File: src/rtl/boot_jam_pkg.sv
package boot_jam_pkg;
  // Sequence codes; the order is the stepping order of the injector.
  typedef enum logic [2:0] {
    JS_OPCODE = 3'b000,
    JS_ADDR_LO = 3'b111,
    JS_ADDR_HI = 3'b010,
    JS_IDLE = 3'b001
  } jam_state_t;
endpackage

File: src/rtl/boot_strobe_edge.sv
module boot_strobe_edge #(
  parameter bit STEP_ON_TRAIL = 1'b1
) (
  input  logic clk_i,
  input  logic rst_i,
  input  logic strobe_i,
  output logic step_o
);
  logic strobe_q;

  always_ff @(posedge clk_i) begin
    if (rst_i) strobe_q <= 1'b0;
    else       strobe_q <= strobe_i;
  end

  generate
    if (STEP_ON_TRAIL) begin : g_trail
      assign step_o = strobe_q & ~strobe_i;
    end else begin : g_lead
      assign step_o = ~strobe_q & strobe_i;
    end
  endgenerate
endmodule

File: src/rtl/boot_jam_fsm.sv
module boot_jam_fsm
  import boot_jam_pkg::*;
(
  input  logic       clk_i,
  input  logic       rst_i,
  input  logic       step_i,
  output jam_state_t state_o,
  output logic       busy_o
);
  jam_state_t state_q, state_d;

  always_comb begin
    state_d = state_q;
    if (step_i) begin
      case (state_q)
        JS_OPCODE:  state_d = JS_ADDR_LO;
        JS_ADDR_LO: state_d = JS_ADDR_HI;
        JS_ADDR_HI: state_d = JS_IDLE;
        default:    state_d = JS_IDLE;
      endcase
    end
  end

  always_ff @(posedge clk_i) begin
    if (rst_i) state_q <= JS_OPCODE;
    else       state_q <= state_d;
  end

  assign state_o = state_q;
  assign busy_o  = (state_q != JS_IDLE);
endmodule

File: src/rtl/boot_jam_mux.sv
module boot_jam_mux
  import boot_jam_pkg::*;
#(
  parameter int              DATA_W = 8,
  parameter logic [DATA_W-1:0] OPCODE  = 8'hC3,
  parameter logic [DATA_W-1:0] LO_BYTE = 8'h00
) (
  input  logic              clk_i,
  input  logic              rst_i,
  input  jam_state_t        state_i,
  input  logic              busy_i,
  input  logic              rd_strobe_i,
  input  logic              io_cyc_i,
  input  logic              int_cyc_i,
  input  logic [DATA_W-1:0] sw_i,
  output logic [DATA_W-1:0] byte_o,
  output logic              en_o,
  output logic              inhibit_o
);
  logic [DATA_W-1:0] sel_byte;

  always_comb begin
    case (state_i)
      JS_OPCODE:  sel_byte = OPCODE;
      JS_ADDR_LO: sel_byte = LO_BYTE;
      JS_ADDR_HI: sel_byte = sw_i;
      default:    sel_byte = '0;
    endcase
  end

  always_ff @(posedge clk_i) begin
    if (rst_i) begin
      byte_o    <= OPCODE;
      en_o      <= 1'b0;
      inhibit_o <= 1'b1;
    end else begin
      byte_o    <= sel_byte;
      en_o      <= busy_i & rd_strobe_i;
      inhibit_o <= busy_i | io_cyc_i | int_cyc_i;
    end
  end
endmodule

File: src/rtl/boot_jam_seq.sv
module boot_jam_seq
  import boot_jam_pkg::*;
#(
  parameter int                DATA_W        = 8,
  parameter logic [DATA_W-1:0] OPCODE        = 8'hC3,
  parameter logic [DATA_W-1:0] LO_BYTE       = 8'h00,
  parameter bit                STEP_ON_TRAIL = 1'b1
) (
  input  logic              clk_i,
  input  logic              rst_i,
  input  logic              rd_strobe_i,
  input  logic              io_cyc_i,
  input  logic              int_cyc_i,
  input  logic [DATA_W-1:0] start_sw_i,
  output logic [DATA_W-1:0] jam_byte_o,
  output logic              jam_en_o,
  output logic              mem_inhibit_o
);
  logic       step;
  logic       busy;
  jam_state_t state;

  boot_strobe_edge #(.STEP_ON_TRAIL(STEP_ON_TRAIL)) u_edge (
    .clk_i(clk_i), .rst_i(rst_i), .strobe_i(rd_strobe_i), .step_o(step)
  );

  boot_jam_fsm u_fsm (
    .clk_i(clk_i), .rst_i(rst_i), .step_i(step), .state_o(state), .busy_o(busy)
  );

  boot_jam_mux #(.DATA_W(DATA_W), .OPCODE(OPCODE), .LO_BYTE(LO_BYTE)) u_mux (
    .clk_i(clk_i), .rst_i(rst_i), .state_i(state), .busy_i(busy),
    .rd_strobe_i(rd_strobe_i), .io_cyc_i(io_cyc_i), .int_cyc_i(int_cyc_i),
    .sw_i(start_sw_i), .byte_o(jam_byte_o), .en_o(jam_en_o),
    .inhibit_o(mem_inhibit_o)
  );
endmodule

File: config.mk
export PLATFORM = sky130hd
export DESIGN_NAME = boot_jam_seq
export DESIGN_NICKNAME = d
export VERILOG_FILES = /design/src/rtl/boot_jam_pkg.sv /design/src/rtl/boot_strobe_edge.sv /design/src/rtl/boot_jam_fsm.sv /design/src/rtl/boot_jam_mux.sv /design/src/rtl/boot_jam_seq.sv
export SDC_FILE = /design/constraint.sdc
export NUM_CORES = 1
export LEC_CHECK = 0
export ABC_CLOCK_PERIOD_IN_PS = 1170
export CAP_MARGIN = 30
export CORE_MARGIN = 4
export CORE_UTILIZATION = 34
export CTS_BUF_LIST = sky130_fd_sc_hd__clkbuf_16
export DETAILED_ROUTE_END_ITERATION = 10
export GPL_ROUTABILITY_DRIVEN = 1
export HOLD_SLACK_MARGIN = 0.03
export PLACE_DENSITY = 0.75
export SETUP_SLACK_MARGIN = 0.05
export SLEW_MARGIN = 20
export SYNTH_ARGS = -nofsm -noshare
export SYNTH_HDL_FRONTEND = slang
export SYNTH_HIERARCHICAL = 1
export SYNTH_SLANG_ARGS = --single-unit
File: constraint.sdc
create_clock -name clk_i -period 1.17 [get_ports clk_i]
set_input_delay 0.2925 -clock clk_i [delete_from_list [all_inputs] [get_ports clk_i]]
set_output_delay 0.2925 -clock clk_i [all_outputs]
set_load 0.02 [all_outputs]
Word level (Yosys, flattened, before mapping)
Index checks and enable logic that the tools add are counted. W data, S select, Z words.

Register bits after elaboration: 14. Logic and storage cells: 16.

Reduce and logical (&&, ||, !) cells: 1. Bitwise operators: 5. Equality and inequality tests: 3. Mux-type cells: 2.

Operators with widths (number): $pmux W8 S2 (1); $pmux W3 S2 (1); $eq A3 B2 Y1 const B (1); $eq A3 B3 Y1 const B (1); $logic_not A3 Y1 (1); $ne A3 B1 Y1 const B (1); $and A1 B1 Y1 (2); $or A1 B1 Y1 (2); $not A1 Y1 (1).

Depth between registers and ports, before layout
Depth in word-level cells: 3. Mapped depth: 4.

Modules after synthesis
The synthesis kept the hierarchy.

By module, submodules not included: boot_jam_mux (cells each 27, seq. area each 200.2 µm², area an instance 322.8 µm², times used 1); boot_jam_fsm (cells each 13, seq. area each 60.1 µm², area an instance 130.1 µm², times used 1); boot_strobe_edge (cells each 3, seq. area each 20.0 µm², area an instance 35.0 µm², times used 1).

Worst setup path after synthesis
Ideal clock, no wire load.

Kind: register to register. Start: register u_edge.strobe_q. End: register u_fsm.state_q[1], in the netlist u_fsm/state_o[1]. Path buffers: 0. Data arrival time: 1.105 ns. Data required time: 1.095 ns. Library setup time: 0.075 ns. Cell stages (with the launch flop): 4. Path slack: -0.010 ns. Path through: dfxtp_1 -> nor2b_1 -> or4b_4 -> o22ai_1.

Word-level cells in the longest chain between the ends: 1.

RTL lines: start: declaration (RTL line boot_strobe_edge.sv:9) `logic strobe_q;`; start signal: assignment (RTL line boot_strobe_edge.sv:13) `else strobe_q <= strobe_i;`; $and A1 B1 Y1 (RTL line boot_strobe_edge.sv:18) `assign step_o = strobe_q & ~strobe_i;`; via step (RTL line boot_jam_seq.sv:19) `logic step;`; end signal: assignment (RTL line boot_jam_fsm.sv:26) `else state_q <= state_d;`; end: declaration (RTL line boot_jam_fsm.sv:10) `jam_state_t state_q, state_d;`.

The timed path passes the listed nets, and every way through them passes these cells. A chain may end at the register's enable or synchronous reset.

Final worst setup path
Start: input rd_strobe_i. End: register u_fsm.state_q[1], in the netlist u_fsm/state_o[1].

Word-level cells in the longest chain between the ends: 2.

RTL lines: start: declaration (RTL line boot_jam_seq.sv:11) `input logic rd_strobe_i,`; $not A1 Y1 (RTL line boot_strobe_edge.sv:18); $and A1 B1 Y1 (RTL line boot_strobe_edge.sv:18); via step (RTL line boot_jam_seq.sv:19).

The timed path passes the listed nets, and every way through them passes these cells.

==> impl_results.md <==
* Antenna cell count at 0
* CP Class: in -> reg
* Post-Syn Area at between 400 and 500 um2
* Synth Area per Inst at between 10 and 15 um2
* Fmax achieved at around 860 MHz
* CP arrival at between 1000 and 1500 ps
* Switching pwr at around 0.00026 W
* Area delta synth->final at 79.7%
* Fin area at ~880 um2
* Crit path launch type: input port
* Hold WS at around 500 ps
* Clock Power Share at between 40% and 50%
* CP required at about 1300 ps
* Total die area at 2110 um2
* Final min period at around 1200 ps
* Initial core utilization at a little over a third
* Synth unique cells at 17
* Final net count at 89
* Worst skew pair latency at 240 ps
* #FFs+latches synth at 14
* CP Capture Type: register
* CTS Buf Count at 3
* Setup TNS at 0 ps
* Vias in the first global route at 424
* PD cells at 1490 nW/um2
* Row cnt at 13
* Slew HR at a little over 80%
* Pin count of the biggest net entering global routing at 9
* First-pass GRT wire length at 1.73 mm
* Initial drt markers at 5
* Vias per cell at 4.78
* Post-CTS setup repair buffer count at 0
* CTS clock-pin slew for the worst setup and hold paths at about 50 ps
* RSZ-0062 raised after global routing: true
* Layout Skew at between 1.5 and 2 ps
* Hold_buf cts at 0
* Internal Pwr Total at around 0.0010 W
* Slew Limit Fails at 0
* Port Buffers at 22
* Mapped Nets at 56
* Chip Width at around 46 um
* Util after Layout at about 66%
* Max clock buf depth at 2
* Flop pwr share at 39.5%
* Total Routing Usage GR at 12.6%
* CTS sink count at 14
* Max-cap violations at 0
* Sw Share at about a fifth
* Via count at 430
* P_leak at between 0.3 and 0.4 nW
* Final period util at between 90% and 100%
* Antenna Nets Post-Route at 0
* Setup violators final at 0
* Hpwl dp at between 800 and 900 um
* DRC violations left at 0
* Logic pwr share at between 10% and 20%
* Dpl cell area at 778 um2
* Grt ovf at 0
* Total iterations of the first detailed-routing run at 3
* Share of cells above drive strength 1 at ~39%
* Chip height at around 46 um
* Worst min path class: reg -> reg
* Synth Instances at 43
* Routed len/inst at between 10 and 15 um
* Initial antenna violation count at 0
* GPL Wtd Cong at 0.787
* Total power at around 0.0013 W
* FILL cells at roughly 110
* Root Buffer: clkbuf_16
* Status: completed
* Worst-margin pin slew at 268 ps
* CTS tree: built
* I/O Pins at 23
* Register area share after synthesis at between 50% and 60%
* Max rail drop VDD at ~0.00079 V
* H-tree Lvls at 1
* Max FO, Critical Path at 2
* Core Area at 1330 um2
* Final hold vios at 0
* Most frequent cells in the layout: clkdlybuf4s50_1, dfxtp_1, clkdlybuf4s15_2
* Ys Warns at 6
* Routed WL at approximately 1.2 mm
## state kept, by name (all words and copies together), names as in the netlist
| register | cells |
|---|---|
| u_mux/inhibit_o | 1 |
| u_mux/en_o | 1 |
| u_fsm/state_o | 3 |
| u_edge/strobe_q | 1 |
| u_mux/byte_o | 8 |
## cells by family after synthesis
logic type	after synthesis	share of synthesized area [%]
AOI/OAI and AO/OA	9	13.3
and+or+nand+nor	20	29.2
DFF	14	57.4
## per-layer routing
metal,share of wire (%),vias up,global-route usage [%]
li1,-,212,-
met1,37,199,11.6
met2,51,15,21.2
met3,8.1,4,3.95
met4,3.5,0,11.9
met5,0,-,0
## area by class of cell
cell class              instances  area [um2]  area share (%)
flip-flops and latches         14         285            32.5
well taps                      15        18.8            2.14
clock inverters                 1        3.75           0.428
clock buffers                   3        75.1            8.56
multi-input cells              29         225            25.7
repair buffers                 28         269            30.7
## repair_timing
action | 4_1_cts | 5_1_grt
gates resized for setup | 31 | 5
pin swaps | 1 | 1
endpoints found under the setup margin | 14 | 4
## through the flow
| step | setup slack, ps | std cells |
|---|---|---|
| final | 10.5 | 90 |
| after global routing | -53.4 | 90 |
| after CTS | 20.7 | 90 |
| after detailed placement | -380 | 86 |
| after global placement | -367 | 86 |
| after floorplan | 38.7 | 43 |
## power groups by stage
stage	combinational, W	clock, W	sequential (W)
after floorplan	0.0000364	0	0.000542
after global placement	0.000150	0	0.000522
after detailed placement	0.000151	0	0.000523
after CTS	0.000146	0.000647	0.000514
after global routing	0.000162	0.000677	0.000517
final	0.000150	0.000640	0.000515
## cells in the mapped netlist
library cell | count | area share [%]
or4b_4 | 1 | 2.8
nor4b_4 | 1 | 4.9
nand2b_1 | 5 | 6.4
a21boi_0 | 1 | 1.5
a41oi_1 | 1 | 1.8
a21o_1 | 4 | 6.2
dfxtp_1 | 14 | 57
or4_1 | 1 | 1.5
nor2b_1 | 1 | 1.3
nor2b_2 | 1 | 1.8
nor2_1 | 3 | 2.3
or2b_1 | 1 | 1.5
o21bai_1 | 1 | 1.5
nand2_1 | 2 | 1.5
and2_1 | 4 | 5.1
a21oi_1 | 1 | 1.0
o22ai_1 | 1 | 1.3
## critical path: stages
cell and delay (ps):
dlygate4sd2_1 270, nor2b_4 110, or4b_4 480, o22ai_2 160
## path summary, 6_finish.rpt
path	startpoint	endpoint	slack (ps)	cells after the start
max reg2reg	u_edge/strobe_q	u_fsm/state_o[1]	20	3
max	rd_strobe_i	u_fsm/state_o[1]	10	4
min	u_fsm/state_o[2]	u_fsm/state_o[0]	500	1
min reg2reg	u_fsm/state_o[2]	u_fsm/state_o[0]	500	1
Power figures use the tool's default switching activity.
